### config.mk
export PLATFORM = sky130hd
export DESIGN_NAME = irq_aggregator
export DESIGN_NICKNAME = d
export VERILOG_FILES = /design/src/rtl/irq_agg_pkg.sv /design/src/rtl/irq_agg_regs.sv /design/src/rtl/irq_agg_combine.sv /design/src/rtl/irq_aggregator.sv
export SDC_FILE = /design/constraint.sdc
export NUM_CORES = 1
export LEC_CHECK = 0
export ABC_AREA = 1
export BUFFER_PORTS_ARGS = -buffer_cell sky130_fd_sc_hd__buf_2
export CAP_MARGIN = 20
export CORE_AREA = 2 2 241 267
export CTS_BUF_LIST = sky130_fd_sc_hd__clkbuf_16
export DETAILED_ROUTE_END_ITERATION = 12
export DIE_AREA = 0 0 243 269
export GPL_TIMING_DRIVEN = 1
export PLACE_DENSITY_LB_ADDON = 0.05
export SLEW_MARGIN = 25
export SYNTH_ARGS = -nofsm -noshare
export SYNTH_HDL_FRONTEND = slang
export SYNTH_SLANG_ARGS = --single-unit
### constraint.sdc
create_clock -name clk -period 2.8 [get_ports clk]
set_input_delay 0.28 -clock clk [delete_from_list [all_inputs] [get_ports clk]]
set_output_delay 0.28 -clock clk [all_outputs]
set_load 0.02 [all_outputs]
### src/rtl/irq_agg_pkg.sv
package irq_agg_pkg;

  localparam int unsigned WORD_BITS = 32;

  // Register classes reached through the address decoder
  typedef enum logic [2:0] {
    SEL_NONE,
    SEL_EN,
    SEL_ST,
    SEL_RT,
    SEL_WK
  } reg_sel_e;

  typedef struct packed {
    reg_sel_e   sel;
    logic [7:0] slot;
  } reg_dec_t;

endpackage

### src/rtl/irq_agg_regs.sv
module irq_agg_regs
  import irq_agg_pkg::*;
#(
  parameter int unsigned NWORDS = 4,
  parameter int unsigned NOUT   = 2,
  parameter int unsigned AW     = 8
) (
  input  logic                           clk,
  input  logic                           rst_n,
  input  logic                           bus_wr,
  input  logic [AW-1:0]                  bus_addr,
  input  logic [WORD_BITS-1:0]           bus_wdata,
  output logic [WORD_BITS-1:0]           bus_rdata,
  input  logic [NWORDS*WORD_BITS-1:0]    src_lvl,
  output logic [NWORDS*WORD_BITS-1:0]    en_flat,
  output logic [NWORDS*WORD_BITS-1:0]    wk_flat,
  output logic [NOUT*NWORDS*WORD_BITS-1:0] rt_flat
);

  localparam int unsigned NRT     = NOUT * NWORDS;
  localparam int unsigned RT_BASE = 2 * NWORDS;
  localparam int unsigned WK_BASE = RT_BASE + NRT;
  localparam int unsigned LIMIT   = WK_BASE + NWORDS;

  reg_dec_t    dec;
  int unsigned idx;

  // Address decode: word index, then register class and slot
  always_comb begin
    idx      = 32'(bus_addr[AW-1:2]);
    dec.sel  = SEL_NONE;
    dec.slot = '0;
    if (bus_addr[1:0] == 2'b00) begin
      if (idx < RT_BASE) begin
        dec.sel  = idx[0] ? SEL_ST : SEL_EN;
        dec.slot = 8'(idx >> 1);
      end else if (idx < WK_BASE) begin
        dec.sel  = SEL_RT;
        dec.slot = 8'(idx - RT_BASE);
      end else if (idx < LIMIT) begin
        dec.sel  = SEL_WK;
        dec.slot = 8'(idx - WK_BASE);
      end
    end
  end

  logic [WORD_BITS-1:0] en_q [NWORDS];
  logic [WORD_BITS-1:0] wk_q [NWORDS];
  logic [WORD_BITS-1:0] rt_q [NRT];

  for (genvar w = 0; w < NWORDS; w++) begin : g_word
    logic                 en_we, wk_we;
    logic [WORD_BITS-1:0] en_d, wk_d;

    always_comb begin
      en_we = bus_wr && (dec.sel == SEL_EN) && (dec.slot == 8'(w));
      wk_we = bus_wr && (dec.sel == SEL_WK) && (dec.slot == 8'(w));
      en_d  = en_we ? bus_wdata : en_q[w];
      wk_d  = wk_we ? bus_wdata : wk_q[w];
    end

    always_ff @(posedge clk or negedge rst_n) begin
      if (!rst_n) begin
        en_q[w] <= '0;
        wk_q[w] <= '0;
      end else begin
        en_q[w] <= en_d;
        wk_q[w] <= wk_d;
      end
    end

    assign en_flat[w*WORD_BITS +: WORD_BITS] = en_q[w];
    assign wk_flat[w*WORD_BITS +: WORD_BITS] = wk_q[w];
  end

  for (genvar r = 0; r < NRT; r++) begin : g_route
    logic                 rt_we;
    logic [WORD_BITS-1:0] rt_d;

    always_comb begin
      rt_we = bus_wr && (dec.sel == SEL_RT) && (dec.slot == 8'(r));
      rt_d  = rt_we ? bus_wdata : rt_q[r];
    end

    always_ff @(posedge clk or negedge rst_n) begin
      if (!rst_n) rt_q[r] <= '0;
      else        rt_q[r] <= rt_d;
    end

    assign rt_flat[r*WORD_BITS +: WORD_BITS] = rt_q[r];
  end

  // Read mux
  always_comb begin
    bus_rdata = '0;
    unique case (dec.sel)
      SEL_EN: for (int w = 0; w < NWORDS; w++)
                if (dec.slot == 8'(w)) bus_rdata = en_q[w];
      SEL_ST: for (int w = 0; w < NWORDS; w++)
                if (dec.slot == 8'(w)) bus_rdata = src_lvl[w*WORD_BITS +: WORD_BITS];
      SEL_WK: for (int w = 0; w < NWORDS; w++)
                if (dec.slot == 8'(w)) bus_rdata = wk_q[w];
      SEL_RT: for (int r = 0; r < NRT; r++)
                if (dec.slot == 8'(r)) bus_rdata = rt_q[r];
      default: bus_rdata = '0;
    endcase
  end

  // status address is read-only
  assert_status_write_ignored_R3: assert property (@(posedge clk) disable iff (!rst_n)
    (bus_wr && dec.sel == SEL_ST) |=> $stable({en_flat, wk_flat, rt_flat}));

  // unmapped or misaligned writes leave all state alone
  assert_unmapped_write_ignored_R9: assert property (@(posedge clk) disable iff (!rst_n)
    (bus_wr && dec.sel == SEL_NONE) |=> $stable({en_flat, wk_flat, rt_flat}));

endmodule

### src/rtl/irq_agg_combine.sv
module irq_agg_combine
  import irq_agg_pkg::*;
#(
  parameter int unsigned NWORDS = 4,
  parameter int unsigned NOUT   = 2
) (
  input  logic                             suspend,
  input  logic [NWORDS*WORD_BITS-1:0]      src_lvl,
  input  logic [NWORDS*WORD_BITS-1:0]      en_flat,
  input  logic [NWORDS*WORD_BITS-1:0]      wk_flat,
  input  logic [NOUT*NWORDS*WORD_BITS-1:0] rt_flat,
  output logic [NOUT-1:0]                  hit
);

  localparam int unsigned SET_BITS = NWORDS * WORD_BITS;

  logic [SET_BITS-1:0] eff_en;
  logic [SET_BITS-1:0] live;

  // Wake merge: the wake registers only widen the enables in suspend
  always_comb begin
    eff_en = suspend ? (en_flat | wk_flat) : en_flat;
    live   = src_lvl & eff_en;
  end

  // Each output owns a contiguous block of NWORDS routing words
  for (genvar o = 0; o < NOUT; o++) begin : g_out
    assign hit[o] = |(live & rt_flat[o*SET_BITS +: SET_BITS]);
  end

endmodule

### src/rtl/irq_aggregator.sv
module irq_aggregator
  import irq_agg_pkg::*;
#(
  parameter int unsigned NWORDS = 4,
  parameter int unsigned NOUT   = 2,
  parameter int unsigned AW     = 8
) (
  input  logic                        clk,
  input  logic                        rst_n,
  input  logic                        suspend,
  input  logic [NWORDS*WORD_BITS-1:0] src_lvl,
  input  logic                        bus_wr,
  input  logic [AW-1:0]               bus_addr,
  input  logic [WORD_BITS-1:0]        bus_wdata,
  output logic [WORD_BITS-1:0]        bus_rdata,
  output logic [NOUT-1:0]             irq_out
);

  localparam int unsigned SET_BITS = NWORDS * WORD_BITS;

  logic [SET_BITS-1:0]      en_flat;
  logic [SET_BITS-1:0]      wk_flat;
  logic [NOUT*SET_BITS-1:0] rt_flat;
  logic [NOUT-1:0]          hit;
  logic [NOUT-1:0]          irq_d;
  logic [NOUT-1:0]          irq_q;

  irq_agg_regs #(.NWORDS(NWORDS), .NOUT(NOUT), .AW(AW)) u_regs (
    .clk       (clk),
    .rst_n     (rst_n),
    .bus_wr    (bus_wr),
    .bus_addr  (bus_addr),
    .bus_wdata (bus_wdata),
    .bus_rdata (bus_rdata),
    .src_lvl   (src_lvl),
    .en_flat   (en_flat),
    .wk_flat   (wk_flat),
    .rt_flat   (rt_flat)
  );

  irq_agg_combine #(.NWORDS(NWORDS), .NOUT(NOUT)) u_combine (
    .suspend (suspend),
    .src_lvl (src_lvl),
    .en_flat (en_flat),
    .wk_flat (wk_flat),
    .rt_flat (rt_flat),
    .hit     (hit)
  );

  // Output register: one cycle from qualifying condition to pin
  always_comb irq_d = hit;

  always_ff @(posedge clk or negedge rst_n) begin
    if (!rst_n) irq_q <= '0;
    else        irq_q <= irq_d;
  end

  assign irq_out = irq_q;

  // Union of all routing masks, for the checks below
  logic [SET_BITS-1:0] used_mask;
  always_comb begin
    used_mask = '0;
    for (int o = 0; o < NOUT; o++)
      used_mask = used_mask | rt_flat[o*SET_BITS +: SET_BITS];
  end

  // sources routed nowhere cannot raise an output
  assert_unrouted_silent_R6: assert property (@(posedge clk) disable iff (!rst_n)
    $past((src_lvl & used_mask) == '0) |-> (irq_out == '0));

  // outside suspend only the plain enables qualify a source
  assert_wake_inert_awake_R8: assert property (@(posedge clk) disable iff (!rst_n)
    $past(!suspend && ((src_lvl & en_flat) == '0)) |-> (irq_out == '0));

  // in suspend nothing outside enable-or-wake can raise an output
  assert_suspend_scope_R7: assert property (@(posedge clk) disable iff (!rst_n)
    $past(suspend && ((src_lvl & (en_flat | wk_flat)) == '0)) |-> (irq_out == '0));

endmodule

# After elaboration in Yosys (flattened, before gate mapping)
# Cells that the tools add are included.
[classes]
addsub = 2
n_lt_le_gt_ge = 3
n_eq_ne = 11
mux = 27
bitwise = 4
n_reduce_logical = 23
[op_table]
columns = ["operator", "count"]
rows = [
  ["2-to-1 mux 32 bit", 20],
  ["AND 128 bit", 3],
  ["OR reduction 128 bit", 2],
  ["2-to-1 mux 128 bit", 1],
  ["OR 128 bit", 1],
  ["case mux 32 bit (4 select lines)", 1],
  ["2-to-1 mux 11 bit", 4],
  ["== test 8 x 3 -> 1 bit, second input constant", 4],
  ["logical AND 1 bit", 19],
  ["== test 8 x 2 -> 1 bit, second input constant", 2],
  ["less-than comparator 6 x 5 -> 1 bit, second input constant", 2],
  ["== test 8 x 1 -> 1 bit, second input constant", 1],
  ["logical NOT 8 bit", 1],
  ["subtractor 6 x 4 -> 7 bit, second input constant", 1],
  ["subtractor 6 x 5 -> 7 bit, second input constant", 1],
  ["== test 3 x 2 -> 1 bit, second input constant", 2],
  ["less-than comparator 6 x 4 -> 1 bit, second input constant", 1],
  ["== test 3 x 1 -> 1 bit, second input constant", 1],
  ["== test 3 bit, second input constant", 1],
  ["logical NOT 2 bit", 1],
  ["2-to-1 mux 2 bit", 1],
]
[totals]
regBits = 514
inputBits = 172
output_inout_bits = 34
word_cells = 87

# Logic depth before layout (Yosys ltp)
# Gate-level depths: netlist of the first run.
[depth]
word_depth = 15
ltp_mapped = 22
mapped_depth_nobuf = 20

# Hierarchy
# A second synthesis of the first run with hierarchy kept.
[unflattened]
cells_unflattened = 4111
hier_area_um2 = 28601.2
[by_module_without_submodules]
columns = ["mod", "instances", "cells_each", "area_each_um2"]
rows = [
  ["irq_agg_regs", 1, 3201, 24718.7],
  ["irq_agg_combine", 1, 908, 3832.4],
  ["irq_aggregator", 1, 2, 50.0],
]

# Worst setup path before layout of the first run
# OpenSTA, ideal clock, no wires.
[synth_timing]
path_type = "in2out"
start = "input bus_addr[5]"
end = "output bus_rdata[11]"
t_arrival_ns = 2.252
slack_ns = 0.268
stages = 18
n_path_buf = 3
cell_sequence = "inv_1 > ha_1 > ha_1 > inv_2 > nand2_2 > nor2_1 > nand2_1 > nand2_2 > buf_6 > nand2_2 > inv_4 > nand2_4 > inv_4 > buf_4 > buf_2 > nand2_1 > o211ai_1 > nand3_1"
[synth_between]
elab_chain_cells = 15
[synth_rtl]
columns = ["element", "line_no", "text"]
rows = [
  ["start: declaration", "irq_aggregator.sv:13", "input logic [AW-1:0] bus_addr,"],
  ["subtractor 6 x 5 -> 7 bit or less-than comparator 6 x 5 -> 1 bit (tied branches)", "irq_agg_regs.sv:42, irq_agg_regs.sv:40", ""],
  ["2-to-1 mux 11 bit", "irq_agg_regs.sv:40", "end else if (idx < LIMIT) begin"],
  ["2-to-1 mux 11 bit", "irq_agg_regs.sv:37", "end else if (idx < WK_BASE) begin"],
  ["2-to-1 mux 11 bit (*)", "irq_agg_regs.sv:34", "if (idx < RT_BASE) begin"],
  ["2-to-1 mux 11 bit (*)", "irq_agg_regs.sv:33", "if (bus_addr[1:0] == 2'b00) begin"],
  ["logical NOT 8 bit", "n/a", ""],
  ["2-to-1 mux 32 bit (8 in a row)", "irq_agg_regs.sv:104", "if (dec.slot == 8'(r)) bus_rdata = rt_q[r];"],
  ["case mux 32 bit (4 select lines) (*)", "irq_agg_regs.sv:96", "unique case (dec.sel)"],
  ["end: declaration", "irq_aggregator.sv:15", "output logic [WORD_BITS-1:0] bus_rdata,"],
]
# Every way passes the cells marked *; elsewhere a longest branch is shown, timed or not.

# Final worst setup path of the first run
[layout_timing]
start = "input bus_addr[6]"
end = "output bus_rdata[11]"
# The elaborated chain is that of the path after synthesis.

==> results of run 1 <==
## worst max-delay path: stages
cell	delay, ps
buf_8	80
inv_4	30
ha_4	150
ha_4	180
buf_6	120
nand2_2	50
nand2_2	60
nand2_4	80
nand2_4	50
nor2_4	140
buf_12	170
nand2_8	120
buf_16	180
o211ai_1	500
nand3_1	130
nand2_1	90
inv_1	50
nand3_2	90
buf_6	130
## layout make-up
| cell class | count | area (um2) | area share, % |
|---|---|---|---|
| clock inverter | 34 | 205 | 0.568 |
| antenna | 2 | 5.00 | 0.0138 |
| timing repair buffer | 499 | 5170 | 14.3 |
| inverter | 363 | 1400 | 3.88 |
| multi-input combinational | 2733 | 14000 | 38.7 |
| tap | 841 | 1050 | 2.91 |
| sequential | 514 | 12900 | 35.6 |
| clock buffer | 59 | 1480 | 4.08 |
## cell usage in the layout, fill, tap and decap left out, types with 7 or more instances in the layout
master       n
o211ai_1    61
or2_0        8
nor3_1      10
buf_12      83
nor2_2      32
buf_6       57
nand3_4      7
dfrtp_1    514
buf_16      17
clkbuf_16   69
a221oi_1    19
o22ai_1     14
nand3_2     40
inv_2        7
buf_4      151
or2_2       18
a21oi_1     34
nand2_2     96
inv_1      364
buf_2      170
nor4_1       8
nand4_1     43
or2_4        8
o21ai_0    470
nor2_4      47
nand3_1    379
clkinv_2    13
nand2_1    999
nand2_4     10
o21ai_1    209
o2111ai_1   10
nor2_1     113
o21ai_2     19
o21bai_1    21
a21o_1      21
buf_8       10
## worst max path at each step
stage / start / end / slack, ps / cells after the start
final: bus_addr[6] / bus_rdata[11] / -190 / 19
after global routing: bus_addr[6] / bus_rdata[15] / -280 / 22
after CTS: bus_addr[6] / bus_rdata[1] / -150 / 22
after detailed placement: bus_addr[5] / bus_rdata[4] / -420 / 20
after global placement: bus_addr[5] / bus_rdata[4] / -450 / 20
after floorplan: bus_addr[5] / bus_rdata[11] / 270 / 18
## per-layer routing
layer,share of wire [%],routed length [um]
met5,0.011,13
met4,8.8,10700
met3,5.4,6610
met2,49,60100
met1,37,44800
## report_power, final
group / internal (mW) / total (mW) / switching, mW
clock network: 3.93 / 7.08 / 3.15
registers: 7.77 / 8.10 / 0.326
logic: 1.09 / 2.95 / 1.86
## flip-flops by register name, indices dropped and copies added (netlist names)
register and cells:
u_regs.rt_flat 256, irq_out 2, u_regs.en_flat 128, u_regs.wk_flat 128
## per-stage QoR
| step | power (mW) | TNS [ps] |
|---|---|---|
| 2_1_floorplan | 9.25 | 0 |
| 3_3_place_gp | 10.7 | -15460 |
| 3_5_place_dp | 10.7 | -14160 |
| 4_1_cts | 18.0 | -2490 |
| 5_1_grt | 18.8 | -5830 |
| 6_report | 18.1 | -2490 |
## synthesized netlist by cell type, types with 4 or more instances
cell type,number
a21o_1,21
o21ai_0,527
nand4_1,43
inv_2,8
o31ai_1,4
o22ai_1,17
nand2_1,1095
buf_4,9
a21oi_1,35
nor2_4,4
or2_2,25
a221oi_1,19
nor3_1,10
nand2_2,13
o2111a_1,4
o2111ai_1,11
nand3b_1,6
buf_2,45
inv_1,353
nor2_2,5
o211ai_1,61
o21ai_1,173
nor4_1,8
dfrtp_1,514
or2_0,9
nand3_1,426
clkbuf_1,182
o21bai_1,21
buf_1,13
nor2_1,183
## cell families (layout without fill, tap and decap cells)
logic type	Yosys count	count (layout)	synth area share, %
flip-flops	514	514	46.0
AO/OA/AOI/OAI	896	896	17.6
buffers and inverters	614	955	8.61
AND/OR/NAND/NOR	1834	1835	27.8
adder cells (fa/ha/maj)	2	2	0.0894
other	0	2	0
## what timing repair did
action | CTS | global route
gates cloned | 15 | 13
pin swaps | 81 | 66
buffers inserted | 18 | 16
resized for setup | 368 | 158
hold endpoints to repair | 54 | 0
setup endpoints to repair | 32 | 32
hold buffers | 1 | 0
==> summary.txt, run 1 <==
Drt
  • First drt pass iteration count: 6
  • DRC errors left: 0
  • Wirelength, routed: 122 mm
  • Vias: 28,800
  • Average routed wire per standard cell: 24.2 um
  • DRT iter0 DRCs: 2,818
  • Vias per cell: 5.70
  • Post-route ant nets: 0

STA
  • Hold slack: 194 ps
  • Slew margin rel.: between 50 and 60%
  • Max Fclk: 334 MHz
  • Worst clock skew: about 18 ps
  • RSZ-0062 raised after global routing: yes
  • Worst slew pin tran: 726 ps
  • Final hold vios: 0
  • Fin. max-slew vios: 0
  • Final period util: 107%
  • Final worst slack: -191 ps
  • Final critical-path required period: between 2000 and 3000 ps
  • Final setup violation count: 31

Synthesis
  • Synth Area per Inst: around 7.3 um2
  • Syn Inst Count: 3,860
  • Cell Area, Synth: 28,000 um2
  • Sequential area share after synthesis: 46.0%
  • Number of synthesized flops with an enable pin: 0
  • Yosys top cell area share: 46.0%
  • Ys async rst share: 100%
  • Synthesis warning total: 0
  • Syn nets: a little over 4,000
  • Post-synth top area cell: dfrtp_1
  • Synth unique cells: 40
  • Top area cells in the synthesized netlist: dfrtp_1 (46%), nand2_1 (15%), o21ai_0 (9.4%), nand3_1 (7.6%), inv_1 (4.7%)
  • #FFs+latches synth: 514
  • Predominant post-synthesis flop cell: dfrtp_1

Clock network
  • Bufs on Longest Clock Path: 3
  • Root Buffer: clkbuf_16
  • CTS tree: yes
  • Sink Count: 514
  • Clock Latency Late Sink: about 630 ps
  • CTS clk-pin slew, worst paths: 50 ps
  • Cts bufs inserted: 58
  • Htree depth: 2

Critical path
  • Worst flop-to-flop path endpoint: irq_out[1]
  • CP Launch Type: input pin
  • Reg-to-reg startpoint: u_regs.en_flat[71]
  • Reg2reg setup slack: around 580 ps
  • CP max FO: 7
  • FF-to-FF path depth: 11
  • CP Capture Type: output port
  • Worst Path Arrival: 2710 ps
  • Setup CP Type: input pin to output port
  • CP required: 2520 ps

Placement
  • Placed Area: about 32,000 um2
  • Setup WS pre-CTS: -418 ps
  • Port Buffer Count: 205
  • Routability cong.: ~0.96
  • Placed Instances: 4,897
  • Detailed placement HPWL: 88.7 mm

Power
  • PD cells: 502 nW/um2
  • Leakage: 17.1 nW
  • Peak VDD IR: 468 uV

Finish
  • Fin cells: 5,045
  • Area grow syn2layout: 29.2%
  • Fin area: 36,200 um2
  • Layout cells sized above 1: 21.1%
  • Layout Nets: approximately 4,300
  • Fin util: 57.5%
  • Fillers: 6,163

GRT
  • Vias in the first global route: 28,100
  • Largest net degree at the start of global routing: 68
  • GRT Max-Usage Layer: met2
  • Met1 GRT Util: approximately 41%
  • M3 GR Usage: 4.30%
  • GRT Resource Usage Total: 36.6%
  • M2 GR Usage: 64.0%
  • Overflow left after global routing: 0
  • Initial antenna violation count: 4
  • First-pass GRT wire length: 177 mm

Status
  • Failing checks: negative setup slack
  • Outcome: finished with violations

Die
  • Core Rows: 97
  • Initial Util: 44.5%
  • I/O pin count: 206
  • Die span in x: 243 um
  • Core footprint: 62,900 um2
  • Die ar.: roughly 65,000 um2
  • Die Ht: 269 um

Job
  • Number of max-cap violations: 0

Min path
  • Worst hold start: bus_wdata[27]
  • Hold Path Depth: 3
  • Hold Crit Class: input pin to flip-flop
  • Worst Hold End: u_regs.wk_flat[91]
Note: power is estimated with default switching activity, not from simulation.
==> inputs of run 2 (changes only) <==
- BUFFER_PORTS_ARGS: -buffer_cell sky130_fd_sc_hd__buf_2 -> -buffer_cell sky130_fd_sc_hd__clkbuf_2
==> summary.txt, run 2 (synthesized netlist as in run 1, its figures left out) <==
Status
  • Outcome: finished with violations (unchanged)
  • Failing checks: negative setup slack (unchanged)

Critical path
  • Reg-to-reg startpoint: u_regs.wk_flat[69] (was u_regs.en_flat[71])
  • CP max FO: 7 (unchanged)
  • CP Launch Point: bus_addr[5] (was bus_addr[6])
  • Setup CP Type: input pin to output port (unchanged)
  • CP required: 2520 ps (about the same)
  • CP Launch Type: input pin (unchanged)
  • CP Capture Type: output port (unchanged)
  • Worst Path Arrival: 2690 ps (was 2710 ps)

Clock network
  • Htree depth: 2 (unchanged)
  • Sink Count: 514 (unchanged)
  • Cts bufs inserted: 58 (unchanged)
  • Clock Latency Late Sink: 640 ps (was 630 ps)
  • CTS tree: yes (unchanged)
  • Bufs on Longest Clock Path: 3 (unchanged)
  • Root Buffer: clkbuf_16 (unchanged)
  • CTS clk-pin slew, worst paths: 60 ps (was 50 ps)

Finish
  • Area grow syn2layout: 26.9% (was 29.2%)
  • Fillers: 6,241 (was 6,163)
  • Layout cells sized above 1: 19.0% (was 21.1%)
  • Layout Nets: 4,308 (was 4,343)
  • Sequential cell area: 12,900 um2 (unchanged)
  • Number of antenna diodes: 0 (was 2)
  • Max reg flops: 256 (unchanged)
  • Commonest non-fill, non-tap cells in the layout: nand2_1 (1,040), dfrtp_1 (514), o21ai_0 (479), nand3_1 (380), inv_1 (356) (was nand2_1 (999), dfrtp_1 (514), o21ai_0 (470), nand3_1 (379), inv_1 (364))
  • Footprint of the multi-input gates: 13,600 um2 (was 14,000 um2)
  • Most common cell after layout, fill and taps aside: nand2_1 (unchanged)

GRT
  • First-pass GRT wire length: 178 mm (was 177 mm)
  • Largest net degree at the start of global routing: 81 (was 68)
  • Overflow left after global routing: 0 (unchanged)
  • GRT Resource Usage Total: 36.8% (was 36.6%)
  • Initial antenna violation count: 3 (was 4)
  • Vias in the first global route: 28,000 (was 28,100)

Power
  • Internal Power: 13.3 mW (was 12.8 mW)
  • Logic pwr share: 15.1% (was 16.3%)
  • Sequential share of power: 43.1% (was 44.7%)
  • Peak VDD IR: 507 uV (was 468 uV)
  • Power Total: 18.8 mW (was 18.1 mW)
  • Net switching power: 5.44 mW (was 5.34 mW)
  • Leakage: 16.8 nW (was 17.1 nW)
  • Sw Share: 29.0% (was 29.5%)
  • PD cells: 528 nW/um2 (was 502 nW/um2)
  • Clock share of power: 41.7% (was 39.1%)

STA
  • RSZ-0062 raised after global routing: yes (unchanged)
  • Final setup violation count: 32 (was 31)
  • Worst clock skew: 11.6 ps (was 18.1 ps)
  • Final hold vios: 0 (unchanged)
  • Worst slew pin tran: 742 ps (was 726 ps)
  • Post-route setup TNS: -3150 ps (was -2490 ps)
  • Slew margin rel.: 50.5% (was 51.6%)
  • Fin. max-slew vios: 0 (unchanged)
  • Final period util: 106% (was 107%)
  • Final worst slack: -166 ps (was -191 ps)
  • Max Fclk: 337 MHz (was 334 MHz)
  • Final critical-path required period: 2970 ps (was 2990 ps)

Drt
  • Post-route ant nets: 0 (unchanged)
  • Wirelength, routed: 122 mm (about the same)
  • Vias per cell: 5.70 (about the same)
  • DRC errors left: 0 (unchanged)
  • First drt pass iteration count: 6 (unchanged)
  • DRT iter0 DRCs: 2,464 (was 2,818)
  • Vias: 28,600 (was 28,800)
  • Average routed wire per standard cell: 24.2 um (about the same)

Placement
  • Port Buffer Count: 205 (unchanged)
  • Detailed placement HPWL: 88.3 mm (was 88.7 mm)
  • Routability cong.: 0.976 (was 0.956)

Die
  • Die Ht: 269 um (unchanged)
  • Die ar.: 65,400 um2 (unchanged)
  • Core Rows: 97 (unchanged)
  • Core footprint: 62,900 um2 (unchanged)
  • I/O pin count: 206 (unchanged)
  • Die span in x: 243 um (unchanged)
  • Initial Util: 44.5% (unchanged)

Min path
  • Hold Crit Class: input pin to asynchronous set/reset pin (was input pin to flip-flop)

Job
  • Number of max-cap violations: 0 (unchanged)
[run 2: changes by cell type in the layout (fill, tap and decap cells not counted), moves of 23 or more]
cell,change
nand2_2,-32
nand2_1,+41
clkbuf_2,+171
buf_6,-46
nor2_1,+23
buf_2,-168
[run 2: critical path, stage by stage]
cell and delay (ps):
buf_8 80, inv_4 30, ha_4 150, ha_4 180, inv_4 90, nand2_4 80
nor2_4 140, a21oi_4 90, nor2_4 170, buf_6 140, nand2_8 80, buf_12 150
buf_16 140, o211ai_1 300, nand3_1 120, nand2_1 60, nand3b_1 200, clkbuf_8 190
[run 2: cell type report]
type | instances | share of cell area [%]
Multi-Input combinational cell | 2732 | 38.2
Timing Repair Buffer | 465 | 13.3
Tap cell | 841 | 2.96
Clock inverter | 48 | 1.19
Clock buffer | 59 | 4.16
Inverter | 363 | 3.91
Sequential cell | 514 | 36.2
[run 2: power by group through the flow]
stage	clock network, mW	registers [mW]	logic (mW)
floorplan	0	8.10	1.15
global placement	0	8.21	2.40
detailed placement	0	8.21	2.43
CTS	7.91	8.08	2.70
global route	8.25	8.12	3.04
finish	7.83	8.10	2.84
[run 2: per-stage QoR]
stage	utilization [%]	hold WS [ps]	std cells	worst slack (ps)	area (um2)
final	56.5	189	5022	-166	35500
after detailed placement	50.3	271	4876	-523	31600
after floorplan	-	-15.6	3860	268	28000
after global routing	56.5	220	5022	-269	35500
after global placement	50.3	269	4876	-502	31600
after CTS	55.7	190	5011	-181	35000
[run 2: path summary, 6_finish.rpt]
path	end	slack [ps]	cells past startpoint
setup reg to reg	irq_out[1]	400	8
min in group clk	u_regs.rt_flat[123]	190	3
hold / removal	u_regs.en_flat[38]	190	2
setup / recovery	bus_rdata[9]	-170	18
hold reg to reg	u_regs.en_flat[69]	480	2
max in group asynchronous	u_regs.rt_flat[154]	1750	3
[run 2: metal layers]
metal	global-route usage, %	routed length (um)	share of wire (%)
met3	4.36	6740	5.5
met1	41.7	44600	37
met4	26.8	10300	8.4
met5	0	38	0.031
met2	64.7	60000	49
[run 2: timing repair]
action	CTS	global route
gates resized for setup	255	135
endpoints found under the hold margin	48	0
setup buffers	14	11
gates cloned	17	3
pin swaps	37	38
hold buffers	1	0
setup endpoints to repair	32	32
